$ cat src/rtl/tdc_pkg.sv
package tdc_pkg;

  typedef enum logic {
    RES_LOW  = 1'b0,
    RES_HIGH = 1'b1
  } res_mode_e;

  function automatic logic vote3(input logic a, input logic b, input logic c);
    return (a & b) | (a & c) | (b & c);
  endfunction

endpackage

$ cat src/rtl/tdc_coarse_counter.sv
module tdc_coarse_counter #(
  parameter int unsigned CNT_W = 8
) (
  input  logic             clk,
  input  logic             rst_n,
  input  logic             cnt_en_i,
  output logic [CNT_W-1:0] cnt_o,
  output logic             wrap_o
);

  localparam logic [CNT_W-1:0] CNT_MAX = {CNT_W{1'b1}};

  logic [CNT_W-1:0] cnt_q, cnt_d;
  logic             wrap_q, wrap_d;

  always_comb begin
    cnt_d  = cnt_q;
    wrap_d = 1'b0;
    if (cnt_en_i) begin
      cnt_d  = cnt_q + 1'b1;
      wrap_d = (cnt_q == CNT_MAX);
    end
  end

  always_ff @(posedge clk or negedge rst_n) begin
    if (!rst_n) begin
      cnt_q  <= '0;
      wrap_q <= 1'b0;
    end else begin
      cnt_q  <= cnt_d;
      wrap_q <= wrap_d;
    end
  end

  assign cnt_o  = cnt_q;
  assign wrap_o = wrap_q;

endmodule

$ cat src/rtl/tdc_bubble_filter.sv
module tdc_bubble_filter #(
  parameter int unsigned N_TAPS = 32
) (
  input  logic [N_TAPS-1:0] raw_i,
  output logic [N_TAPS-1:0] clean_o
);

  for (genvar g = 0; g < N_TAPS; g++) begin : g_vote
    localparam int unsigned PREV = (g + N_TAPS - 1) % N_TAPS;
    localparam int unsigned NEXT = (g + 1) % N_TAPS;
    assign clean_o[g] = tdc_pkg::vote3(raw_i[PREV], raw_i[g], raw_i[NEXT]);
  end

endmodule

$ cat src/rtl/tdc_edge_encoder.sv
module tdc_edge_encoder #(
  parameter int unsigned N_TAPS = 32,
  localparam int unsigned CODE_W = $clog2(N_TAPS)
) (
  input  logic [N_TAPS-1:0] therm_i,
  output logic [CODE_W-1:0] code_o,
  output logic              none_o
);

  logic [N_TAPS-1:0] step;

  for (genvar g = 0; g < N_TAPS; g++) begin : g_step
    localparam int unsigned NEXT = (g + 1) % N_TAPS;
    assign step[g] = therm_i[g] & ~therm_i[NEXT];
  end

  // Scan downward so the lowest index is the last to write.
  always_comb begin
    code_o = '0;
    for (int i = N_TAPS - 1; i >= 0; i--) begin
      if (step[i]) code_o = CODE_W'(i);
    end
    none_o = ~|step;
  end

endmodule

$ cat src/rtl/tdc_stamp_encoder.sv
module tdc_stamp_encoder #(
  parameter int unsigned TAPS     = 32,
  parameter int unsigned PHASE_W  = 3,
  parameter int unsigned INTERP_W = 2,
  parameter int unsigned COARSE_W = 8,
  localparam int unsigned TAP_W   = $clog2(TAPS),
  localparam int unsigned TS_W    = COARSE_W + PHASE_W + TAP_W + INTERP_W
) (
  input  logic                clk,
  input  logic                rst_n,
  input  logic                hit_i,
  input  logic [TAPS-1:0]     taps_i,
  input  logic [PHASE_W-1:0]  phase_i,
  input  logic [INTERP_W-1:0] interp_i,
  input  logic                hires_i,
  output logic                ts_vld_o,
  output logic [TS_W-1:0]     ts_o,
  output logic                ts_err_o,
  output logic                rollover_o
);

  import tdc_pkg::*;

  // Coarse time base
  logic [COARSE_W-1:0] coarse_cnt;

  tdc_coarse_counter #(.CNT_W(COARSE_W)) u_coarse (
    .clk      (clk),
    .rst_n    (rst_n),
    .cnt_en_i (1'b1),
    .cnt_o    (coarse_cnt),
    .wrap_o   (rollover_o)
  );

  // Stage 1: capture on hit
  logic                cap_vld_q, cap_vld_d;
  logic [TAPS-1:0]     cap_taps_q, cap_taps_d;
  logic [PHASE_W-1:0]  cap_phase_q, cap_phase_d;
  logic [INTERP_W-1:0] cap_interp_q, cap_interp_d;
  res_mode_e           cap_mode_q, cap_mode_d;
  logic [COARSE_W-1:0] cap_coarse_q, cap_coarse_d;

  always_comb begin
    cap_vld_d    = hit_i;
    cap_taps_d   = cap_taps_q;
    cap_phase_d  = cap_phase_q;
    cap_interp_d = cap_interp_q;
    cap_mode_d   = cap_mode_q;
    cap_coarse_d = cap_coarse_q;
    if (hit_i) begin
      cap_taps_d   = taps_i;
      cap_phase_d  = phase_i;
      cap_interp_d = interp_i;
      cap_mode_d   = hires_i ? RES_HIGH : RES_LOW;
      cap_coarse_d = coarse_cnt;
    end
  end

  always_ff @(posedge clk or negedge rst_n) begin
    if (!rst_n) begin
      cap_vld_q    <= 1'b0;
      cap_taps_q   <= '0;
      cap_phase_q  <= '0;
      cap_interp_q <= '0;
      cap_mode_q   <= RES_LOW;
      cap_coarse_q <= '0;
    end else begin
      cap_vld_q    <= cap_vld_d;
      cap_taps_q   <= cap_taps_d;
      cap_phase_q  <= cap_phase_d;
      cap_interp_q <= cap_interp_d;
      cap_mode_q   <= cap_mode_d;
      cap_coarse_q <= cap_coarse_d;
    end
  end

  // Stage 2: clean, encode, assemble
  logic [TAPS-1:0]  clean_taps;
  logic [TAP_W-1:0] tap_code;
  logic             no_edge;

  tdc_bubble_filter #(.N_TAPS(TAPS)) u_filter (
    .raw_i   (cap_taps_q),
    .clean_o (clean_taps)
  );

  tdc_edge_encoder #(.N_TAPS(TAPS)) u_encode (
    .therm_i (clean_taps),
    .code_o  (tap_code),
    .none_o  (no_edge)
  );

  logic [INTERP_W-1:0] fine_field;
  logic [TAP_W-1:0]    tap_field;

  if (INTERP_W > 0) begin : g_fine
    assign fine_field = (cap_mode_q == RES_HIGH) ? cap_interp_q : '0;
  end else begin : g_no_fine
    assign fine_field = '0;
  end

  assign tap_field = no_edge ? '0 : tap_code;

  logic            out_vld_q, out_vld_d;
  logic [TS_W-1:0] out_ts_q, out_ts_d;
  logic            out_err_q, out_err_d;

  always_comb begin
    out_vld_d = cap_vld_q;
    out_ts_d  = out_ts_q;
    out_err_d = out_err_q;
    if (cap_vld_q) begin
      out_ts_d  = {cap_coarse_q, cap_phase_q, tap_field, fine_field};
      out_err_d = no_edge;
    end
  end

  always_ff @(posedge clk or negedge rst_n) begin
    if (!rst_n) begin
      out_vld_q <= 1'b0;
      out_ts_q  <= '0;
      out_err_q <= 1'b0;
    end else begin
      out_vld_q <= out_vld_d;
      out_ts_q  <= out_ts_d;
      out_err_q <= out_err_d;
    end
  end

  assign ts_vld_o = out_vld_q;
  assign ts_o     = out_ts_q;
  assign ts_err_o = out_err_q & out_vld_q;

endmodule

$ cat config.mk
export PLATFORM = sky130hd
export DESIGN_NAME = tdc_stamp_encoder
export DESIGN_NICKNAME = d
export VERILOG_FILES = /design/src/rtl/tdc_pkg.sv /design/src/rtl/tdc_coarse_counter.sv /design/src/rtl/tdc_bubble_filter.sv /design/src/rtl/tdc_edge_encoder.sv /design/src/rtl/tdc_stamp_encoder.sv
export SDC_FILE = /design/constraint.sdc
export NUM_CORES = 1
export LEC_CHECK = 0
export CAP_MARGIN = 15
export CORE_MARGIN = 10
export CORE_UTILIZATION = 66
export DETAILED_ROUTE_END_ITERATION = 7
export DONT_BUFFER_PORTS = 1
export HOLD_SLACK_MARGIN = 0.15
export PLACE_DENSITY_LB_ADDON = 0.08
export SYNTH_ARGS = -nofsm -noshare
export SYNTH_HDL_FRONTEND = slang
export SYNTH_HIERARCHICAL = 1
export SYNTH_SLANG_ARGS = --single-unit
$ cat constraint.sdc
create_clock -name clk -period 6.78 [get_ports clk]
set_input_delay 0.339 -clock clk [delete_from_list [all_inputs] [get_ports clk]]
set_output_delay 0.339 -clock clk [all_outputs]
set_load 0.01 [all_outputs]
==> results of run 1 <==
[path summary, 6_finish.rpt]
kind | to | from
hold reg to reg | u_coarse/cnt_o[6] | u_coarse/cnt_o[6]
hold / removal | cap_coarse_q[4] | hit_i
setup reg to reg | ts_o[4] | cap_taps_q[5]
setup / recovery | ts_o[4] | cap_taps_q[5]
max in group asynchronous | cap_mode_q | rst_n
min in group asynchronous | cap_taps_q[19] | rst_n
[power by group]
| group | switching [uW] | internal (uW) | leakage (uW) |
|---|---|---|---|
| logic | 131 | 198 | 0.00111 |
| registers | 104 | 545 | 0.000923 |
| clock network | 178 | 173 | 0.0000971 |
| total | 413 | 916 | 0.00213 |
[kinds of logic (layout without fill, tap and decap cells)]
| family | Yosys count | after routing | share of synthesized area |
|---|---|---|---|
| AND/OR/NAND/NOR | 77 | 77 | 0.107 |
| multiplexers | 59 | 59 | 0.198 |
| XOR/XNOR | 7 | 7 | 0.0149 |
| buffers and inverters | 25 | 83 | 0.0444 |
| other | 1 | 5 | 0.000912 |
| adder cells (fa/ha/maj) | 33 | 33 | 0.0906 |
| flip-flops | 76 | 76 | 0.462 |
| AO/OA/AOI/OAI | 45 | 45 | 0.0818 |
[metrics by stage]
step,utilization,std cells
finish,0.805,460
global route,0.805,460
CTS,0.802,458
detailed placement,0.685,394
global placement,0.685,394
floorplan,-,327
[area by class of cell]
cell class,count,area [sq um]
Multi-Input combinational cell,226,2040
Sequential cell,76,1900
Fill cell,355,1170
Timing Repair Buffer,50,518
Clock buffer,10,128
Tap cell,75,93.8
Clock inverter,6,72.6
Inverter,17,63.8
[synth_stat cells, types with 4 or more instances]
master	number
sky130_fd_sc_hd__dfrtp_1	76
sky130_fd_sc_hd__mux2_4	40
sky130_fd_sc_hd__maj3_2	32
sky130_fd_sc_hd__mux2_2	19
sky130_fd_sc_hd__inv_1	17
sky130_fd_sc_hd__nand2b_1	14
sky130_fd_sc_hd__nand2_1	12
sky130_fd_sc_hd__nor2_1	12
sky130_fd_sc_hd__o21ai_0	9
sky130_fd_sc_hd__nor2b_1	7
sky130_fd_sc_hd__nand4_1	6
sky130_fd_sc_hd__a21oi_1	5
sky130_fd_sc_hd__nand3_1	5
sky130_fd_sc_hd__nand3b_1	5
sky130_fd_sc_hd__and2_1	4
sky130_fd_sc_hd__buf_12	4
sky130_fd_sc_hd__xnor2_1	4
[critical path: stages, from the launching register on]
cell	delay, ns
sky130_fd_sc_hd__dfrtp_1	0.43
sky130_fd_sc_hd__maj3_2	0.37
sky130_fd_sc_hd__nor2b_1	0.17
sky130_fd_sc_hd__or4_1	0.56
sky130_fd_sc_hd__nand4b_1	0.23
sky130_fd_sc_hd__nor2b_1	0.29
sky130_fd_sc_hd__nand3b_1	0.16
sky130_fd_sc_hd__o21ai_0	0.13
[registers in the layout, summed over array words and instances (netlist names), 2 cells and up]
register	flops
u_coarse/cnt_o	8
cap_phase_q	3
cap_interp_q	2
cap_coarse_q	8
cap_taps_q	32
ts_o	18
[per-layer routing]
layer / wire length [microns] / global-route usage / vias up
met5: 0 / 0 / -
met4: 59 / 0.0342 / 0
met3: 459 / 0.0642 / 5
met2: 4420 / 0.306 / 45
met1: 3500 / 0.195 / 1295
li1: - / - / 1281
==> insert_results.sql, run 1 <==
INSERT INTO impl_metrics (metric_group, metric, value, unit) VALUES
('run_status', 'status', 'completed', ''),
('cells_and_area', 'nets', '422', ''),
('power', 'power-per-cell-area', '275', 'nW/um^2'),
('run', 'drv.max_cap_violation_count', '0', ''),
('cts', 'clkLatencyLatePin', '0.35', 'ns'),
('cells_and_area', 'layout-area-overhead-vs-synth', '17.2', '%'),
('timing', 'relSlewSlack', '0.225', ''),
('cells_and_area', 'num_antenna_cells', '0', ''),
('critical_path', 'path_max_fanout', '6', ''),
('power', 'total_power', '1330', 'uW'),
('cells_and_area', 'most-common-layout-cells', 'sky130_fd_sc_hd__dfrtp_1 (76), sky130_fd_sc_hd__dlygate4sd3_1 (49), sky130_fd_sc_hd__mux2_4 (40), sky130_fd_sc_hd__maj3_2 (32), sky130_fd_sc_hd__mux2_2 (19)', ''),
('cts', 'post_cts_setup_buffer_count', '0', ''),
('detailed_routing', 'detail-route-antenna-nets', '0', ''),
('synth', 'synth.ff_latch_count', '76', ''),
('cts', 'number_of_h_tree_branching_levels', '3', ''),
('cts', 'tritoncts.num_buffers', '9', ''),
('min_path', 'worst_hold_path.num_cells', '1', ''),
('placement', 'port_buffers', '0', ''),
('critical_path', 'worst_ep_arrival_time', '2.69', 'ns'),
('synth', 'synthesis.instances', '323', ''),
('timing', 'timing.hold.ws', '0.171', 'ns'),
('detailed_routing', 'avgRoutedWirePerCell', '18.3', 'microns'),
('global_route', 'grtUsageTotal', '0.173', ''),
('critical_path', 'reg2regPathDepth', '7', ''),
('timing', 'fin_worst_skew', '0.00936', 'ns'),
('critical_path', 'setup.worst_path.end_class', 'flip-flop', ''),
('detailed_routing', 'vias_per_cell', '5.71', ''),
('synth', 'avgSynthCellArea', '12.7', 'sq um'),
('synth', 'netlist_area', '4110', 'sq um'),
('power', 'power.static_leakage', '0.00213', 'uW'),
('critical_path', 'crit_path_start_kind', 'flip-flop', ''),
('cells_and_area', 'fin_area', '4820', 'sq um'),
('floorplanning', 'placementRows', '28', ''),
('timing', 'report.final.setup_viol', '0', ''),
('synth', 'synthDominantCellAreaShare', '0.462', ''),
('timing', 'tightest_slew', '1.16', 'ns'),
('cts', 'cts.clk_slew.worst_paths', '0.08', 'ns'),
('floorplanning', 'placeable_area', '5990', 'sq um'),
('floorplanning', 'floorplan.initialDensity', '0.687', ''),
('cts', 'post_cts_sizing_count', '0', ''),
('timing', 'timing.final.max_slew_violations', '0', ''),
('synth', 'ys.warnings.count', '6', ''),
('critical_path', 'worst_ep_required_time', '6.96', 'ns'),
('placement', 'dpl-instance-area', '4100', 'sq um'),
('timing', 'clock_period_minus_worst_slack', '2.51', 'ns'),
('floorplanning', 'dieHeight', '99.0', 'microns'),
('cts', 'cts.hold.buffers_added', '48', ''),
('placement', 'gpl.final_weighted_congestion', '0.772', ''),
('detailed_routing', 'drc', '0', ''),
('timing', 'setup_ws', '4.27', 'ns'),
('floorplanning', 'die-width', '99.0', 'microns'),
('timing', 'period_share', '0.371', ''),
('timing', 'setup_total_negative_slack', '0', 'ns'),
('synth', 'dominantRegCellSynth', 'sky130_fd_sc_hd__dfrtp_1', ''),
('timing', 'final-hold-violation-count', '0', ''),
('floorplanning', 'fp.dieArea', '9790', 'sq um'),
('critical_path', 'r2r_setup_slack', '4.27', 'ns'),
('detailed_routing', 'dr_total_vias', '2626', ''),
('cts', 'clock_path_buffers', '2', ''),
('placement', 'dp.final_hpwl', '5530', 'microns'),
('detailed_routing', 'router_iterations_before_antenna_repair', '4', ''),
('timing', 'rsz0062_at_grt', 'no', ''),
('synth', 'netlist.top_cell.by_area', 'sky130_fd_sc_hd__dfrtp_1', ''),
('floorplanning', 'top_level_ports', '62', ''),
('global_route', 'first_global_vias', '2814', ''),
('synth', 'synth.area.top_cells', 'sky130_fd_sc_hd__dfrtp_1 (46%), sky130_fd_sc_hd__mux2_4 (15%), sky130_fd_sc_hd__maj3_2 (8.8%)', ''),
('cts', 'cts_root_buffer', 'sky130_fd_sc_hd__clkbuf_8', ''),
('min_path', 'min_path_type', 'input pin to flip-flop', ''),
('global_route', 'gr-total-overflow', '0', ''),
('cells_and_area', 'most_common_cell_after_layout_fill_and_taps_aside', 'sky130_fd_sc_hd__dfrtp_1', ''),
('synth', 'synth_enable_flop_cells', '0', '');
(Power assumes the default switching activity.)
==> inputs of run 2 (changes only) <==
--- a/config.mk
+++ b/config.mk
@@ -7,7 +7,7 @@
 export LEC_CHECK = 0
 export CAP_MARGIN = 15
 export CORE_MARGIN = 10
-export CORE_UTILIZATION = 66
+export CORE_UTILIZATION = 57
 export DETAILED_ROUTE_END_ITERATION = 7
 export DONT_BUFFER_PORTS = 1
 export HOLD_SLACK_MARGIN = 0.15
==> constraint.sdc (replaced) <==
create_clock -name clk -period 2.3 [get_ports clk]
set_input_delay 0.115 -clock clk [delete_from_list [all_inputs] [get_ports clk]]
set_output_delay 0.115 -clock clk [all_outputs]
set_load 0.01 [all_outputs]
==> run 2 against run 1 <==
  * Sequential cell count did not move
  * Sequential power rose to 2.9 times the previous value
  * Clock power rose to 3.8 times the previous value
  * Clock-buffer cell count fell by 1
  * Critical path depth did not move
  * Largest power group unchanged
  * Sequential share of layout area fell by 1.5 points
  * Via count rose by 0.11%
  * Cell area rose by 4.1%
  * Fmax rose by 11%
  * Global-route usage fell by 1.8 points
  * Combinational power rose to 3.2 times the previous value
  * Core utilization fell by 7.8 points
  * Largest cell class unchanged
==> insert_results.sql, run 2 (synthesis gave the netlist of run 1 again) <==
INSERT INTO impl_metrics (metric_group, metric, value, unit) VALUES
('global_route', 'grt_first_pass_wirelength', '14100', 'microns'),
('power', 'peakVddDrop', '0.515', 'mV'),
('power', 'p_sw_frac', '0.284', ''),
('cts', 'number_of_h_tree_branching_levels', '3', ''),
('global_route', 'gr-total-overflow', '0', ''),
('detailed_routing', 'drc', '0', ''),
('cells_and_area', 'most_common_cell_after_layout_fill_and_taps_aside', 'sky130_fd_sc_hd__dfrtp_1', ''),
('critical_path', 'timing.critical_path.depth', '7', ''),
('floorplanning', 'dieHeight', '105', 'microns'),
('power', 'total_power', '4280', 'uW'),
('timing', 'timing.hold.ws', '0.310', 'ns'),
('placement', 'placement.setup.worst_slack', '-0.0231', 'ns'),
('critical_path', 'worst_path_max_delay_cell', 'sky130_fd_sc_hd__or4_4', ''),
('timing', 'report.final.setup_viol', '0', ''),
('timing', 'timing.final.max_slew_violations', '0', ''),
('global_route', 'first_global_vias', '2721', ''),
('detailed_routing', 'initialDrtViolationCount', '73', ''),
('cells_and_area', 'registers.top_by_ff_count', 'cap_taps_q', ''),
('power', 'power_frac_comb', '0.246', ''),
('cells_and_area', 'proportion_of_layout_cells_with_a_drive_suffix_above_1', '0.353', ''),
('cells_and_area', 'num_antenna_cells', '0', ''),
('placement', 'port_buffers', '0', ''),
('timing', 'relSlewSlack', '0.400', ''),
('detailed_routing', 'detail-route-antenna-nets', '0', ''),
('timing', 'rsz0062_at_grt', 'yes', ''),
('cells_and_area', 'largest_reg_flops', '32', ''),
('placement', 'place_inst', '428', ''),
('detailed_routing', 'dr_total_vias', '2629', ''),
('power', 'internal_power', '3070', 'uW'),
('detailed_routing', 'avgRoutedWirePerCell', '16.8', 'microns'),
('cts', 'cts_root_buffer', 'sky130_fd_sc_hd__clkbuf_8', ''),
('cts', 'clock_sinks', '76', ''),
('timing', 'clock_period_minus_worst_slack', '2.26', 'ns'),
('placement', 'gpl.final_weighted_congestion', '0.801', ''),
('critical_path', 'cp_top_family', 'simple AND/OR/NAND/NOR gates', ''),
('run', 'drv.max_cap_violation_count', '0', ''),
('cells_and_area', 'finalNonFillerCells', '490', ''),
('critical_path', 'reg2regPathDepth', '7', ''),
('cells_and_area', 'final.fill_count', '482', ''),
('power', 'net_switching_power_of_the_design', '1210', 'uW'),
('power', 'power.static_leakage', '0.00223', 'uW'),
('timing', 'setup_ws', '0.0369', 'ns'),
('placement', 'dp.final_hpwl', '5500', 'microns'),
('floorplanning', 'top_level_ports', '62', ''),
('timing', 'final-hold-violation-count', '0', ''),
('cells_and_area', 'most-common-layout-cells', 'sky130_fd_sc_hd__dfrtp_1 (75), sky130_fd_sc_hd__mux2_4 (40), sky130_fd_sc_hd__dlygate4sd3_1 (40), sky130_fd_sc_hd__maj3_2 (32), sky130_fd_sc_hd__mux2_2 (19)', ''),
('critical_path', 'critPathMostFrequentCell', 'sky130_fd_sc_hd__nor2b_4', ''),
('cells_and_area', 'layout-area-overhead-vs-synth', '22.0', '%'),
('critical_path', 'path_max_fanout', '6', ''),
('run_status', 'status', 'completed', ''),
('cts', 'clkLatencyLatePin', '0.35', 'ns'),
('critical_path', 'crit_path_start_kind', 'flip-flop', ''),
('detailed_routing', 'vias_per_cell', '5.37', ''),
('critical_path', 'setup.worst_path.end_class', 'flip-flop', ''),
('timing', 'period_share', '0.984', ''),
('power', 'power.sequential.fraction', '0.446', ''),
('critical_path', 'critical-path-max-stage-delay', '0.53', 'ns'),
('timing', 'fin_worst_skew', '0.00915', 'ns'),
('global_route', 'grt_start_max_net_pins', '77', ''),
('critical_path', 'worst_ep_required_time', '2.49', 'ns'),
('min_path', 'min_path_type', 'input pin to asynchronous set/reset pin', ''),
('cells_and_area', 'finalCoreUtilization', '0.727', ''),
('timing', 'tightest_slew', '0.899', 'ns'),
('cts', 'tritoncts.num_buffers', '9', ''),
('floorplanning', 'die-width', '105', 'microns'),
('floorplanning', 'placementRows', '30', ''),
('floorplanning', 'fp.dieArea', '11000', 'sq um'),
('power', 'power-per-cell-area', '852', 'nW/um^2'),
('cts', 'clock_path_buffers', '2', ''),
('floorplanning', 'placeable_area', '6910', 'sq um'),
('cts', 'cts.clk_slew.worst_paths', '0.08', 'ns'),
('cts', 'tritoncts', 'built', ''),
('timing', 'fmaxAchievable', '442', 'MHz'),
('global_route', 'number_of_antenna_violations_at_the_first_check_in_global_routing', '0', ''),
('critical_path', 'worst_ep_arrival_time', '2.45', 'ns'),
('cells_and_area', 'nets', '432', ''),
('critical_path', 'timing.critical_path.buf_inv', '0', ''),
('floorplanning', 'floorplan.initialDensity', '0.596', ''),
('detailed_routing', 'router_iterations_before_antenna_repair', '4', ''),
('power', 'clkPwrFrac', '0.308', ''),
('global_route', 'grtUsageTotal', '0.156', ''),
('critical_path', 'worstPathCellList', 'maj3_2 > nor2b_4 > or4_4 > nand4b_1 > nor2b_4 > nand3b_1 > o21ai_0', ''),
('critical_path', 'crit_type', 'flip-flop to flip-flop', ''),
('detailed_routing', 'route.final.wire_length', '8250', 'microns');
run 2: power groups by stage:
stage | clock (uW) | combinational, uW | sequential [uW]
2_1_floorplan | 0 | 779 | 1850
3_3_place_gp | 0 | 874 | 1920
3_5_place_dp | 0 | 893 | 1940
4_1_cts | 1350 | 1020 | 1920
5_1_grt | 1410 | 1170 | 1960
6_report | 1320 | 1050 | 1910
run 2: timing repair:
| action | 4_1_cts | 5_1_grt |
|---|---|---|
| buffers inserted | 0 | 5 |
| setup endpoints to repair | 5 | 5 |
| hold buffers | 42 | 0 |
| hold endpoints to repair | 123 | 0 |
| cloned | 0 | 0 |
| resized for setup | 1 | 12 |
| pin swaps | 0 | 6 |
run 2: per-layer routing:
metal  wire length, microns  global-route usage  vias up
met5                      0                   0        -
met4                     91              0.0471        0
met3                    496              0.0602        8
met2                   3850               0.238       60
met1                   3810               0.198     1256
li1                       -                   -     1305
run 2: through the flow:
| stage | TNS (ns) | instance area (sq um) |
|---|---|---|
| 2_1_floorplan | 0 | 4130 |
| 3_3_place_gp | -0.0497 | 4230 |
| 3_5_place_dp | -0.0796 | 4230 |
| 4_1_cts | 0 | 4950 |
| 5_1_grt | -0.316 | 5020 |
| 6_report | 0 | 5020 |
run 2: final timing paths:
kind | from | endpoint | slack, ns
max in group asynchronous | rst_n | cap_taps_q[20] | 1.68
min in group clk | taps_i[18] | cap_taps_q[18] | 0.45
worst max-delay path | cap_taps_q[5] | ts_o[4] | 0.04
worst min-delay path | rst_n | cap_taps_q[14] | 0.31
worst max register to register | cap_taps_q[5] | ts_o[4] | 0.04
worst min register to register | u_coarse/cnt_o[7] | u_coarse/cnt_o[7] | 0.51
run 2: layout make-up:
class | instances | area (sq um) | share of cell area
Multi-Input combinational cell | 226 | 2080 | 0.415
Tap cell | 96 | 120 | 0.0239
Timing Repair Buffer | 60 | 591 | 0.118
Sequential cell | 76 | 1900 | 0.379
Clock inverter | 6 | 138 | 0.0274
Clock buffer | 9 | 124 | 0.0247
Inverter | 17 | 63.8 | 0.0127
